### config.mk
export PLATFORM = sky130hd
export DESIGN_NAME = tof_line_seq
export DESIGN_NICKNAME = d
export VERILOG_FILES = /design/src/rtl/tof_line_pkg.sv /design/src/rtl/tof_mclk_div.sv /design/src/rtl/tof_dcount.sv /design/src/rtl/tof_txg_gen.sv /design/src/rtl/tof_line_seq.sv
export SDC_FILE = /design/constraint.sdc
export NUM_CORES = 1
export LEC_CHECK = 0
export ABC_AREA = 0
export BUFFER_PORTS_ARGS = -buffer_cell sky130_fd_sc_hd__buf_2
export CORE_MARGIN = 2
export CORE_UTILIZATION = 40
export CTS_CLUSTER_DIAMETER = 120
export DETAILED_ROUTE_END_ITERATION = 10
export PLACE_DENSITY = 0.68
export SYNTH_ARGS = -nofsm -noshare
export SYNTH_HDL_FRONTEND = slang
export SYNTH_SLANG_ARGS = --single-unit
### constraint.sdc
create_clock -name clk -period 1.91 [get_ports clk]
set_input_delay 0.191 -clock clk [delete_from_list [all_inputs] [get_ports clk]]
set_output_delay 0.191 -clock clk [all_outputs]
set_load 0.05 [all_outputs]
### src/rtl/tof_line_pkg.sv
package tof_line_pkg;

  localparam int MCLK_DIV = 4;

  typedef enum logic [3:0] {
    S_IDLE,
    S_RST,
    S_INTEG,
    S_SAMP,
    S_GAP,
    S_ALIGN,
    S_TRIG,
    S_READ,
    S_TAIL
  } seq_state_e;

  function automatic logic [31:0] at_least(input logic [31:0] v, input logic [31:0] lo);
    return (v < lo) ? lo : v;
  endfunction

endpackage

### src/rtl/tof_mclk_div.sv
module tof_mclk_div (
  input  logic       clk,
  input  logic       rst_n,
  output logic [1:0] ph_o,
  output logic       mclk_o
);
  logic [1:0] ph_q;
  logic [1:0] ph_n;

  always_comb begin
    ph_n = ph_q + 2'd1;
  end

  always_ff @(posedge clk or negedge rst_n) begin
    if (!rst_n) ph_q <= 2'b10;
    else        ph_q <= ph_n;
  end

  // single flop bit drives the clock: glitch free, 50 % duty
  assign mclk_o = ~ph_q[1];
  assign ph_o   = ph_q;
endmodule

### src/rtl/tof_dcount.sv
module tof_dcount #(
  parameter int W = 8
) (
  input  logic         clk,
  input  logic         rst_n,
  input  logic         ld,
  input  logic [W-1:0] ld_val,
  input  logic         dec,
  output logic         zero
);
  logic [W-1:0] cnt_q;
  logic [W-1:0] cnt_n;
  logic         cnt_en;

  always_comb begin
    cnt_en = ld | dec;
    if (ld) cnt_n = ld_val;
    else    cnt_n = cnt_q - W'(1);
  end

  always_ff @(posedge clk or negedge rst_n) begin
    if (!rst_n)      cnt_q <= '0;
    else if (cnt_en) cnt_q <= cnt_n;
  end

  assign zero = (cnt_q == '0);
endmodule

### src/rtl/tof_txg_gen.sv
module tof_txg_gen #(
  parameter int PER = 6,
  parameter int G1  = 3,
  parameter int G2  = 3,
  parameter int G3  = 0
) (
  input  logic       clk,
  input  logic       rst_n,
  input  logic       run_n,
  output logic [2:0] gate_o,
  output logic       wrap_o
);
  localparam int PW = $clog2(PER + 1);

  logic          run_q;
  logic [PW-1:0] pos_q;
  logic [PW-1:0] pos_n;

  always_comb begin
    if (!run_n || !run_q)           pos_n = '0;
    else if (pos_q == PW'(PER - 1)) pos_n = '0;
    else                            pos_n = pos_q + PW'(1);
  end

  always_ff @(posedge clk or negedge rst_n) begin
    if (!rst_n) begin
      run_q <= 1'b0;
      pos_q <= '0;
    end else begin
      run_q <= run_n;
      pos_q <= pos_n;
    end
  end

  assign wrap_o = run_q && (pos_q == PW'(PER - 1));

  for (genvar gi = 0; gi < 3; gi++) begin : g_gate
    localparam int LO = (gi == 0) ? 0 : ((gi == 1) ? G1 : G1 + G2);
    localparam int HI = LO + ((gi == 0) ? G1 : ((gi == 1) ? G2 : G3));
    if (HI > LO) begin : g_on
      logic q;
      always_ff @(posedge clk or negedge rst_n) begin
        if (!rst_n) q <= 1'b0;
        else        q <= run_n && (int'(pos_n) >= LO) && (int'(pos_n) < HI);
      end
      assign gate_o[gi] = q;
    end else begin : g_off
      assign gate_o[gi] = 1'b0;
    end
  end
endmodule

### src/rtl/tof_line_seq.sv
module tof_line_seq #(
  parameter int DUR_W    = 16,
  parameter int INT_W    = 12,
  parameter int PIX_W    = 10,
  parameter int RST_MIN  = 1000,
  parameter int SAMP_MIN = 100,
  parameter int GAP_MIN  = 120,
  parameter int TX_PER   = 6,
  parameter int TX_G1    = 3,
  parameter int TX_G2    = 3,
  parameter int TX_G3    = 0
) (
  input  logic             clk,
  input  logic             rst_n,
  input  logic             start_i,
  input  logic [DUR_W-1:0] rst_len_i,
  input  logic [INT_W-1:0] int_cnt_i,
  input  logic [DUR_W-1:0] samp_len_i,
  input  logic [DUR_W-1:0] gap_len_i,
  input  logic [PIX_W-1:0] npix_i,
  output logic             mclk_o,
  output logic             pres_o,
  output logic             samp_o,
  output logic             trig_o,
  output logic [2:0]       txg_o,
  output logic             busy_o,
  output logic             done_o
);
  import tof_line_pkg::*;

  // reset: asserted at once, released on the clock
  logic [1:0] rs_q;
  logic       rst_i;
  always_ff @(posedge clk or negedge rst_n) begin
    if (!rst_n) rs_q <= 2'b00;
    else        rs_q <= {rs_q[0], 1'b1};
  end
  assign rst_i = rs_q[1];

  // settings raised to their floors
  logic [DUR_W-1:0] rst_eff, samp_eff, gap_eff;
  logic [INT_W-1:0] int_eff;
  logic [PIX_W-1:0] pix_eff;
  always_comb begin
    rst_eff  = DUR_W'(at_least(32'(rst_len_i), RST_MIN));
    samp_eff = DUR_W'(at_least(32'(samp_len_i), SAMP_MIN));
    gap_eff  = DUR_W'(at_least(32'(gap_len_i), GAP_MIN));
    int_eff  = INT_W'(at_least(32'(int_cnt_i), 1));
    pix_eff  = PIX_W'(at_least(32'(npix_i), 1));
  end

  logic [1:0] ph;
  tof_mclk_div u_mclk (.clk(clk), .rst_n(rst_i), .ph_o(ph), .mclk_o(mclk_o));

  logic             dur_ld, dur_dec, dur_zero;
  logic [DUR_W-1:0] dur_val;
  logic             ic_ld, ic_dec, ic_zero;
  logic             pc_ld, pc_dec, pc_zero;

  tof_dcount #(.W(DUR_W)) u_dur (.clk(clk), .rst_n(rst_i), .ld(dur_ld), .ld_val(dur_val),
                                 .dec(dur_dec), .zero(dur_zero));
  tof_dcount #(.W(INT_W)) u_icnt (.clk(clk), .rst_n(rst_i), .ld(ic_ld),
                                  .ld_val(int_eff - INT_W'(1)), .dec(ic_dec), .zero(ic_zero));
  tof_dcount #(.W(PIX_W)) u_pcnt (.clk(clk), .rst_n(rst_i), .ld(pc_ld),
                                  .ld_val(pix_eff - PIX_W'(1)), .dec(pc_dec), .zero(pc_zero));

  seq_state_e state_q, state_n;
  logic       tx_wrap;

  tof_txg_gen #(.PER(TX_PER), .G1(TX_G1), .G2(TX_G2), .G3(TX_G3)) u_txg (
    .clk(clk), .rst_n(rst_i), .run_n(state_n == S_INTEG), .gate_o(txg_o), .wrap_o(tx_wrap)
  );

  always_comb begin
    state_n = state_q;
    dur_ld  = 1'b0;
    dur_dec = 1'b0;
    dur_val = '0;
    ic_ld   = 1'b0;
    ic_dec  = 1'b0;
    pc_ld   = 1'b0;
    pc_dec  = 1'b0;
    unique case (state_q)
      S_IDLE: if (start_i) begin
        state_n = S_RST;
        dur_ld  = 1'b1;
        dur_val = rst_eff - DUR_W'(1);
      end
      S_RST: if (dur_zero) begin
        state_n = S_INTEG;
        ic_ld   = 1'b1;
      end else dur_dec = 1'b1;
      S_INTEG: if (tx_wrap) begin
        if (ic_zero) begin
          state_n = S_SAMP;
          dur_ld  = 1'b1;
          dur_val = samp_eff - DUR_W'(1);
        end else ic_dec = 1'b1;
      end
      S_SAMP: if (dur_zero) begin
        state_n = S_GAP;
        dur_ld  = 1'b1;
        dur_val = gap_eff - DUR_W'(1);
      end else dur_dec = 1'b1;
      S_GAP: if (dur_zero) state_n = S_ALIGN;
             else          dur_dec = 1'b1;
      // trigger edges land one system cycle after an mclk rise
      S_ALIGN: if (ph == 2'd0) state_n = S_TRIG;
      S_TRIG: if (ph == 2'd0) begin
        state_n = S_READ;
        pc_ld   = 1'b1;
      end
      S_READ: if (ph == 2'd3) begin
        if (pc_zero) begin
          state_n = S_TAIL;
          dur_ld  = 1'b1;
          dur_val = DUR_W'(MCLK_DIV - 1);
        end else pc_dec = 1'b1;
      end
      S_TAIL: if (dur_zero) state_n = S_IDLE;
              else          dur_dec = 1'b1;
      default: state_n = S_IDLE;
    endcase
  end

  logic pres_q, samp_q, trig_q, busy_q, done_q;
  always_ff @(posedge clk or negedge rst_i) begin
    if (!rst_i) begin
      state_q <= S_IDLE;
      pres_q  <= 1'b0;
      samp_q  <= 1'b0;
      trig_q  <= 1'b0;
      busy_q  <= 1'b0;
      done_q  <= 1'b0;
    end else begin
      state_q <= state_n;
      pres_q  <= (state_n == S_RST);
      samp_q  <= (state_n == S_SAMP);
      trig_q  <= (state_n == S_TRIG);
      busy_q  <= (state_n != S_IDLE);
      done_q  <= (state_q == S_READ) && (state_n == S_TAIL);
    end
  end

  assign pres_o = pres_q;
  assign samp_o = samp_q;
  assign trig_o = trig_q;
  assign busy_o = busy_q;
  assign done_o = done_q;
endmodule

==> results.ini, run 1 <==
[cts]
clkSlewWorstSetupHoldPaths_ns=0.05
cts_root_buf=clkbuf_16
cts_buffers=9
htree_levels=3
cts_num_sinks=57
clock_latency_ns=0.34
cts.path.max_buffers=2
tritoncts=done

[logic_synthesis]
synth_seq_cells=57
syn_nets=668
synth_ff_type=dfrtp_1
synth_edf_count=0
syn_area_um2=4750
ys_types=70
syn_inst=586
synth.avg_cell_area_um2=8.10
ys_seq_area_share_pct=30.1
synthArstFlopShare_pct=100
yosysWarnings=0

[sta]
max_freq_ghz=0.334
whs_ns=0.135
setup_viol=46
timing.final.crit_share_pct=157
fin_worst_skew_ns=0.00697
min_period_ns=2.99
layout_setup_ws_ns=-1.08
hold_viol=0
rsz0062_at_grt=true
drv_slew=0

[grt]
grtUsageTotal_pct=28.4
grt_pass1_vias=6146
grt_overflow=0
grt_first_pass_wirelength_um=29000
grt_antenna_before_repair=0
grt_max_degree=47

[place]
dp_slack_ns=-1.00
numPortBuffers=80
hpwl_um=12700
place_congestion=0.895

[critical_path]
crit_path_max_fanout=3
worst_setup_path_start_kind=flop
cp.arrival_ns=3.24
r2r_setup_slack_ns=-1.08
end_kind=flop
critPathLaunch=u_dur.cnt_q[1]
required_ns=2.16
r2r-start=u_dur.cnt_q[1]
criticalPathCategory=reg -> reg
ff2ff_path_depth=13
endpoint=u_icnt.cnt_q[10]
reg2reg_to=u_icnt.cnt_q[10]

[job]
max_cap_violations=0

[final_layout]
multiInputGateArea_um2=4020
fill_cells=760
seqCellArea_um2=1430
n_antenna_cell=0
areaGrowthSynthToFinish_pct=80.4
fin_nets=1001
drive_above_1_share_pct=53.1

[floorplan]
ios=82
die_y_um=113
rows=39
die_area_um2=12800
die_x_um=113
core_um2=11500
start_util_pct=41.2

[run_status]
status=complete, but fails checks
violations=DRC, setup timing

[drt]
drc=2
num_vias=6110
viasPerCell=5.73
wirelength_um=19000
routedWlPerCell_um=17.9
postRouteAntennaNets=0
drt-pass1-iter-count=8
drtIter0Drc=348

[worst_hold_path]
min_path_type=reg -> async

[power]
power_density_nw_per_um2=721
leakage_uw=0.00376
ir_drop_mv=0.563

## flip-flops by register name (all words and copies together), names as in the netlist
| register | cells |
|---|---|
| rs_q | 2 |
| state_q | 4 |
| u_mclk.ph_o | 2 |
| samp_o | 1 |
| done_o | 1 |
| u_txg.pos_q | 3 |
| trig_o | 1 |
| pres_o | 1 |
| u_pcnt.cnt_q | 10 |
| u_txg.g_gate.g_on.q | 2 |
| u_icnt.cnt_q | 12 |
| busy_o | 1 |
| u_txg.run_q | 1 |
| u_dur.cnt_q | 16 |
## stage by stage
step | instance area [µm²] | total power (µW) | util [%] | instances | setup TNS, ns
finish | 8560 | 6180 | 74.3 | 1066 | -21.11
global route | 8560 | 6440 | 74.3 | 1066 | -25.06
CTS | 8270 | 5830 | 71.8 | 1058 | -16.00
detailed placement | 7280 | 3570 | 63.2 | 1017 | -19.49
global placement | 7280 | 3510 | 63.2 | 1017 | -16.08
floorplan | 5080 | 2550 | - | 586 | -11.94
## report_power, final
group	switching (µW)	total [µW]	internal, µW
logic	1350	2810	1460
registers	198	1620	1420
clock network	579	1740	1170
total	2130	6180	4050
## cells in the mapped netlist, types with 13 or more instances
cell type / n / area, µm²
nor2_1: 63 / 236
dfrtp_1: 56 / 1400
nand2_1: 48 / 180
a21oi_1: 40 / 200
xnor2_1: 36 / 315
nor3_1: 34 / 170
xor2_1: 28 / 245
nor4_1: 25 / 156
nand3_1: 23 / 115
o21ai_0: 23 / 115
or3_1: 15 / 93.8
nand4_1: 14 / 87.6
or4_1: 13 / 97.6
## final cells by class
cell class / instances / area share [%]
multi-input combinational: 497 / 46.9
tap: 143 / 2.09
clock inverter: 5 / 0.935
inverter: 10 / 0.482
sequential: 57 / 16.7
clock buffer: 10 / 2.79
timing repair buffer: 344 / 30.1
## worst min-delay path by stage
stage | from | endpoint | slack (ns) | cells past startpoint
detailed placement | rst_n | rs_q[0] | -0.02 | 1
CTS | rs_q[1] | u_icnt.cnt_q[4] | 0.15 | 0
global placement | rst_n | rs_q[0] | -0.02 | 1
global route | rs_q[1] | u_icnt.cnt_q[4] | 0.16 | 0
floorplan | rst_n | rs_q[0] | -0.10 | 0
finish | rs_q[1] | u_icnt.cnt_q[4] | 0.14 | 0
## routing by layer
layer / wire length (µm) / global-route usage, % / share of wire [%] / up-vias
li1: - / - / - / 2871
met1: 7350 / 31.8 / 39 / 2937
met2: 9810 / 51.6 / 52 / 228
met3: 1030 / 5.57 / 5.4 / 74
met4: 840 / 13.6 / 4.4 / 0
met5: 0 / 0 / 0 / -
## repair_timing
| item | 4_1_cts | 5_1_grt |
|---|---|---|
| hold buffers | 1 | 0 |
| buffers inserted | 28 | 11 |
| pin swaps | 51 | 30 |
| endpoints found under the hold margin | 2 | 0 |
| endpoints found under the setup margin | 50 | 51 |
| resized for setup | 96 | 46 |
## cells by family (layout without fill, tap and decap cells)
logic type               Yosys count  after routing  synth area share, %
adder cells (fa/ha/maj)            9              9                 2.37
multiplexers                      12             12                 2.64
flip-flops                        57             57                 30.1
other                              2              2                0.158
XOR/XNOR                          64             64                 11.8
AO/OA/AOI/OAI                    124            124                 16.8
AND/OR/NAND/NOR                  286            286                 33.0
buffers and inverters             32            369                 3.14
## cell usage in the layout, fill, tap and decap left out, drive strengths merged, types with 4 or more instances in the layout
cell type / instances
nor3b: 7
inv: 9
nor2b: 8
nand2b: 5
nor4b: 6
a211oi: 6
mux2i: 8
clkbuf: 10
or4: 15
a221oi: 5
nand2: 49
nor2: 64
a22oi: 4
nand3: 23
a31oi: 10
or3: 15
ha: 9
nand4: 14
o21ai: 26
xnor2: 36
a21oi: 40
o211ai: 8
mux2: 4
buf: 343
nor4: 27
nor3: 35
xor2: 28
dfrtp: 56
## critical path: stages (launching register included)
cell      delay, ns
dfrtp_1        0.41
inv_2          0.10
ha_4           0.13
nor4b_4        0.24
and4_2         0.32
nand3_4        0.11
a21oi_2        0.19
ha_2           0.20
nand2b_1       0.08
or3b_4         0.40
or3_4          0.36
a211oi_2       0.15
a21oi_1        0.05
o211ai_1       0.17
Power figures use the tool's default switching activity.
==> inputs of run 2 (changes only) <==
Settings changed: CAP_MARGIN set to 5, REMOVE_ABC_BUFFERS set to 1.
==> run 2 against run 1 <==
  * Register-to-register slack got worse by 0.38 ns
  * Setup slack got worse by 0.38 ns
  * Fmax decreased by 11%
  * Clock skew increased by 0.0037 ns
  * Flip-flop and latch count unchanged
  * Final area increased by 12%
  * Via count increased by 16%
  * The flow still finishes with violations (DRC, setup timing)
  * Die area unchanged
==> results.ini, run 2 (synthesized netlist as in run 1, its figures left out) <==
[run_status]
status=complete, but fails checks
violations=DRC, setup timing

[critical_path]
reg2reg_to=u_icnt.cnt_q[10]
criticalPathCategory=reg -> reg
cp.arrival_ns=3.62
worstPathCellList=nor4_1 -> buf_4 -> nand4_1 -> nor2_2 -> mux2i_1 -> ha_2 -> nand2b_1 -> or3b_4 -> or3_4 -> a211oi_2 -> a21oi_2 -> o211ai_1
end_kind=flop
ff2ff_path_depth=12
r2r-start=u_dur.cnt_q[4]
worst_setup_path_start_kind=flop
crit_buf_inv=1
r2r_setup_slack_ns=-1.47
worst_path_dominant_cell_family=simple AND/OR/NAND/NOR gates
crit_slowest_cell=dfrtp_1
max_stage_delay_ns=0.39
crit_path_max_fanout=3
required_ns=2.16

[cts]
tritoncts=done
cts_buffers=9
clkSlewWorstSetupHoldPaths_ns=0.06
clock_latency_ns=0.34
cts_num_sinks=57
cts_root_buf=clkbuf_16
cts.path.max_buffers=2
htree_levels=3

[final_layout]
drive_above_1_share_pct=61.9
fill_cells=561
top_regs=u_dur.cnt_q (16), u_icnt.cnt_q (12), u_pcnt.cnt_q (10)
seqCellArea_um2=1430
fin_nets=1055
largest_reg_flops=16
areaGrowthSynthToFinish_pct=101
mostFrequentLayoutCells=249 x buf_4, 75 x buf_2, 66 x buf_6
final_common_cell=buf_4
multiInputGateArea_um2=4480
regMostFlops=u_dur.cnt_q
n_antenna_cell=0
final_util_pct=82.9

[power]
p_clk_share_pct=25.7
power_density_nw_per_um2=690
combPwrFrac_pct=49.6
p_seq_share_pct=24.7
swShare_pct=37.6
ir_drop_mv=0.492
leakage_uw=0.00410
switchingPower_uw=2480
p_int_uw=4110

[drt]
viasPerCell=6.35
routedWlPerCell_um=24.2
drt-pass1-iter-count=10
drtIter0Drc=831
wirelength_um=27100
num_vias=7117
postRouteAntennaNets=0
drc=2

[floorplan]
die_x_um=113
die_y_um=113
core_um2=11500
ios=82
rows=39
start_util_pct=41.2
die_area_um2=12800

[grt]
grt_first_pass_wirelength_um=34800
grt_antenna_before_repair=0
grtUsageTotal_pct=34.6
grt_pass1_vias=7003
grt_max_degree=31
grt_overflow=0

[place]
dp_slack_ns=-1.25
hpwl_um=12900
place_congestion=0.948
numPortBuffers=80

[sta]
rsz0062_at_grt=true
hold_viol=0
drv_slew=0
worst_slew_pin_slew_ns=0.653
layout_setup_ws_ns=-1.47
timing.final.crit_share_pct=177
min_period_ns=3.38
setup_viol=52
fin_worst_skew_ns=0.0107
slew_headroom_pct=56.1
whs_ns=0.175
max_freq_ghz=0.296

[job]
max_cap_violations=0

[worst_hold_path]
min_path_type=reg -> async

[run 2: metal layers]
| metal | vias to the layer above | share of wire (%) | global-route usage, % |
|---|---|---|---|
| met5 | - | 0 | 0 |
| met4 | 0 | 8.6 | 23.6 |
| met3 | 209 | 8.4 | 6.86 |
| met2 | 582 | 48 | 61.8 |
| met1 | 3350 | 35 | 36.8 |
| li1 | 2976 | - | - |
[run 2: worst max path at each step]
stage / from / end / slack [ns] / cells after the start
detailed placement: u_dur.cnt_q[1] / u_icnt.cnt_q[10] / -1.25 / 16
finish: u_dur.cnt_q[4] / u_icnt.cnt_q[10] / -1.47 / 12
global placement: u_dur.cnt_q[0] / u_icnt.cnt_q[10] / -1.13 / 16
global route: u_dur.cnt_q[0] / u_icnt.cnt_q[10] / -1.52 / 13
floorplan: u_dur.cnt_q[0] / u_icnt.cnt_q[10] / -1.52 / 13
CTS: u_dur.cnt_q[0] / u_icnt.cnt_q[10] / -0.99 / 13
[run 2: power by group through the flow]
stage               Combinational (µW)  Clock (µW)  Sequential [µW]
global placement                  1910           0             1550
floorplan                          726           0             1700
detailed placement                1950           0             1560
global route                      3360        1750             1630
finish                            3270        1690             1630
CTS                               2560        1630             1570
[run 2: metrics by stage]
step,TNS (ns),instances,power (µW),cell area [µm²]
after global routing,-26.57,1120,6740,9550
after CTS,-15.11,1101,5760,8720
after global placement,-21.70,1027,3450,7030
after detailed placement,-24.54,1027,3520,7030
after floorplan,-21.90,564,2420,4630
final,-23.83,1120,6590,9550
[run 2: final cells by class]
cell class	instances	share of cell area, %
Multi-Input combinational cell	497	46.9
Timing Repair Buffer	398	32.7
Clock inverter	3	0.419
Clock buffer	12	2.69
Tap cell	143	1.87
Inverter	10	0.445
Sequential cell	57	15.0
[run 2: what timing repair did]
action / CTS / global route
resized for setup: 208 / 141
setup buffers: 60 / 46
hold endpoints to repair: 2 / 0
endpoints found under the setup margin: 51 / 52
gates cloned: 2 / 0
pin swaps: 86 / 69
hold buffers: 1 / 0
==> inputs of run 3 (changes only) <==
Settings changed: HOLD_SLACK_MARGIN set to 0.02.
Clock period 1.91 ns to 3.45 ns, I/O delays scaled along.
==> run 3 against run 2 <==
  * The run ends with DRC left
  * Via count shrank 31%
  * Sequential power shrank 42%
  * Setup slack gained 1.7 ns
  * Final area shrank 41%
  * Utilization shrank 34 points
  * Combinational power shrank 80%
  * Critical path depth grew 3
  * Critical endpoint unchanged
  * Largest power group is now sequential cells
  * Highest routed layer unchanged
==> results.ini, run 3 (synthesized netlist as in run 1, its figures left out) <==
[run_status]
status=complete, but fails checks
violations=DRC

[sta]
worst_slew_pin_slew_ns=0.840
timing.final.crit_share_pct=93.8
max_freq_ghz=0.309
fin_setup_tns_ns=0
fin_worst_skew_ns=0.00385
min_period_ns=3.24
slew_headroom_pct=43.5
layout_setup_ws_ns=0.215
setup_viol=0
drv_slew=0
hold_viol=0

[drt]
route.met2.wl_um=6530
wl_met3_um=772
drtIter0Drc=476
routedWlPerCell_um=16.8
viasPerCell=6.00
wirelength_um=13700
drc=2
num_vias=4898
drt-met1-wl_um=6020
drt-pass1-iter-count=8
postRouteAntennaNets=0
top_layer=met4

[grt]
grt_overflow=0
grt_max_degree=30
grt_antenna_before_repair=0
grt_pass1_vias=4819
grtUsageTotal_pct=22.1
grt_first_pass_wirelength_um=23000

[floorplan]
die_area_um2=12800
ios=82
rows=39
die_x_um=113
start_util_pct=41.2
die_y_um=113
core_um2=11500

[cts]
cts_buffers=9
clkSlewWorstSetupHoldPaths_ns=0.05
cts_num_sinks=57
cts_root_buf=clkbuf_16
clock_latency_ns=0.33
cts.path.max_buffers=2
tritoncts=done
htree_levels=3

[power]
ir_drop_mv=0.237
p_clk_share_pct=35.4
switchingPower_uw=837
swShare_pct=33.8
power_density_nw_per_um2=440
p_int_uw=1640
leakage_uw=0.00217
p_seq_share_pct=38.4
combPwrFrac_pct=26.3
power.total_uw=2480

[worst_hold_path]
min_path_type=reg -> async

[final_layout]
final_common_cell=buf_2
areaGrowthSynthToFinish_pct=18.7
drive_above_1_share_pct=19.3
mostFrequentLayoutCells=80 x buf_2, 62 x nor2_1, 55 x dfrtp_1
regMostFlops=u_dur.cnt_q
seqCellArea_um2=1430
fill_cells=1078
fin_nets=750
top_regs=u_dur.cnt_q (16), u_icnt.cnt_q (12), u_pcnt.cnt_q (10)
final_util_pct=48.9
n_antenna_cell=0
multiInputGateArea_um2=3200
largest_reg_flops=16

[critical_path]
crit_slowest_cell=or3b_1
cp.arrival_ns=3.48
max_stage_delay_ns=0.41
r2r_setup_slack_ns=0.21
critPathMostFrequentCell=a21oi_1
worst_setup_path_start_kind=flop
end_kind=flop
required_ns=3.69
worstPathCellList=inv_1 -> ha_1 -> nor4b_2 -> and4_1 -> nand3_1 -> buf_4 -> nor2_1 -> a21oi_1 -> ha_2 -> nand2b_1 -> or3b_1 -> or3_1 -> a211oi_1 -> a21oi_1 -> o211ai_1
crit_path_max_fanout=14
criticalPathCategory=reg -> reg

[place]
hpwl_um=10600
numPortBuffers=80
dp_slack_ns=0.147
place_congestion=0.910

[job]
max_cap_violations=0

[run 3: worst paths after layout]
| check | end | cells after the start | start |
|---|---|---|---|
| max in group asynchronous | u_mclk.ph_o[1] | 1 | rs_q[1] |
| min in group clk | u_pcnt.cnt_q[9] | 3 | npix_i[9] |
| worst max-delay path | u_icnt.cnt_q[10] | 15 | u_dur.cnt_q[0] |
| worst min-delay path | u_icnt.cnt_q[4] | 0 | rs_q[1] |
| worst min register to register | u_icnt.cnt_q[4] | 0 | rs_q[1] |
| worst max register to register | u_icnt.cnt_q[10] | 15 | u_dur.cnt_q[0] |
[run 3: worst max-delay path: cells and delay by family, from the launching register on]
kind / cells / cell delay, ns
fa+ha+maj: 2 / 0.46
simple gates: 7 / 1.43
compound gates: 4 / 0.61
buf+inv: 2 / 0.26
flops: 1 / 0.37
[run 3: what timing repair did]
item                       in CTS  in global routing
hold endpoints to repair        2                  0
resized for setup               0                  6
hold buffers                    1                  0
buffers inserted                0                  0
setup endpoints to repair       0                  3
[run 3: final cells by class]
type	instances	share of cell area (%)
multi-input combinational	497	56.8
sequential	57	25.4
timing repair buffer	93	8.88
clock buffer	13	4.44
tap	143	3.18
clock inverter	3	0.711
inverter	10	0.666
[run 3: power by group through the flow]
stage               logic, µW  clock network, µW  registers, µW
finish                    650                876            951
global route              726                921            969
CTS                       634                890            934
detailed placement        626                  0            943
global placement          618                  0            937
floorplan                 402                  0            939
[run 3: metrics by stage]
step                      area [µm²]  hold slack, ns  std cells
final                           5630           0.268        816
after CTS                       5610           0.301        816
after detailed placement        5310           0.134        799
after global routing            5630           0.332        816
after floorplan                 4630          0.0494        564
after global placement          5310           0.130        799
[run 3: metal layers]
| layer | vias up | track usage, % |
|---|---|---|
| met4 | 0 | 8.21 |
| met3 | 30 | 2.95 |
| met5 | - | 0 |
| met2 | 202 | 38.0 |
| met1 | 2311 | 28.5 |
| li1 | 2355 | - |
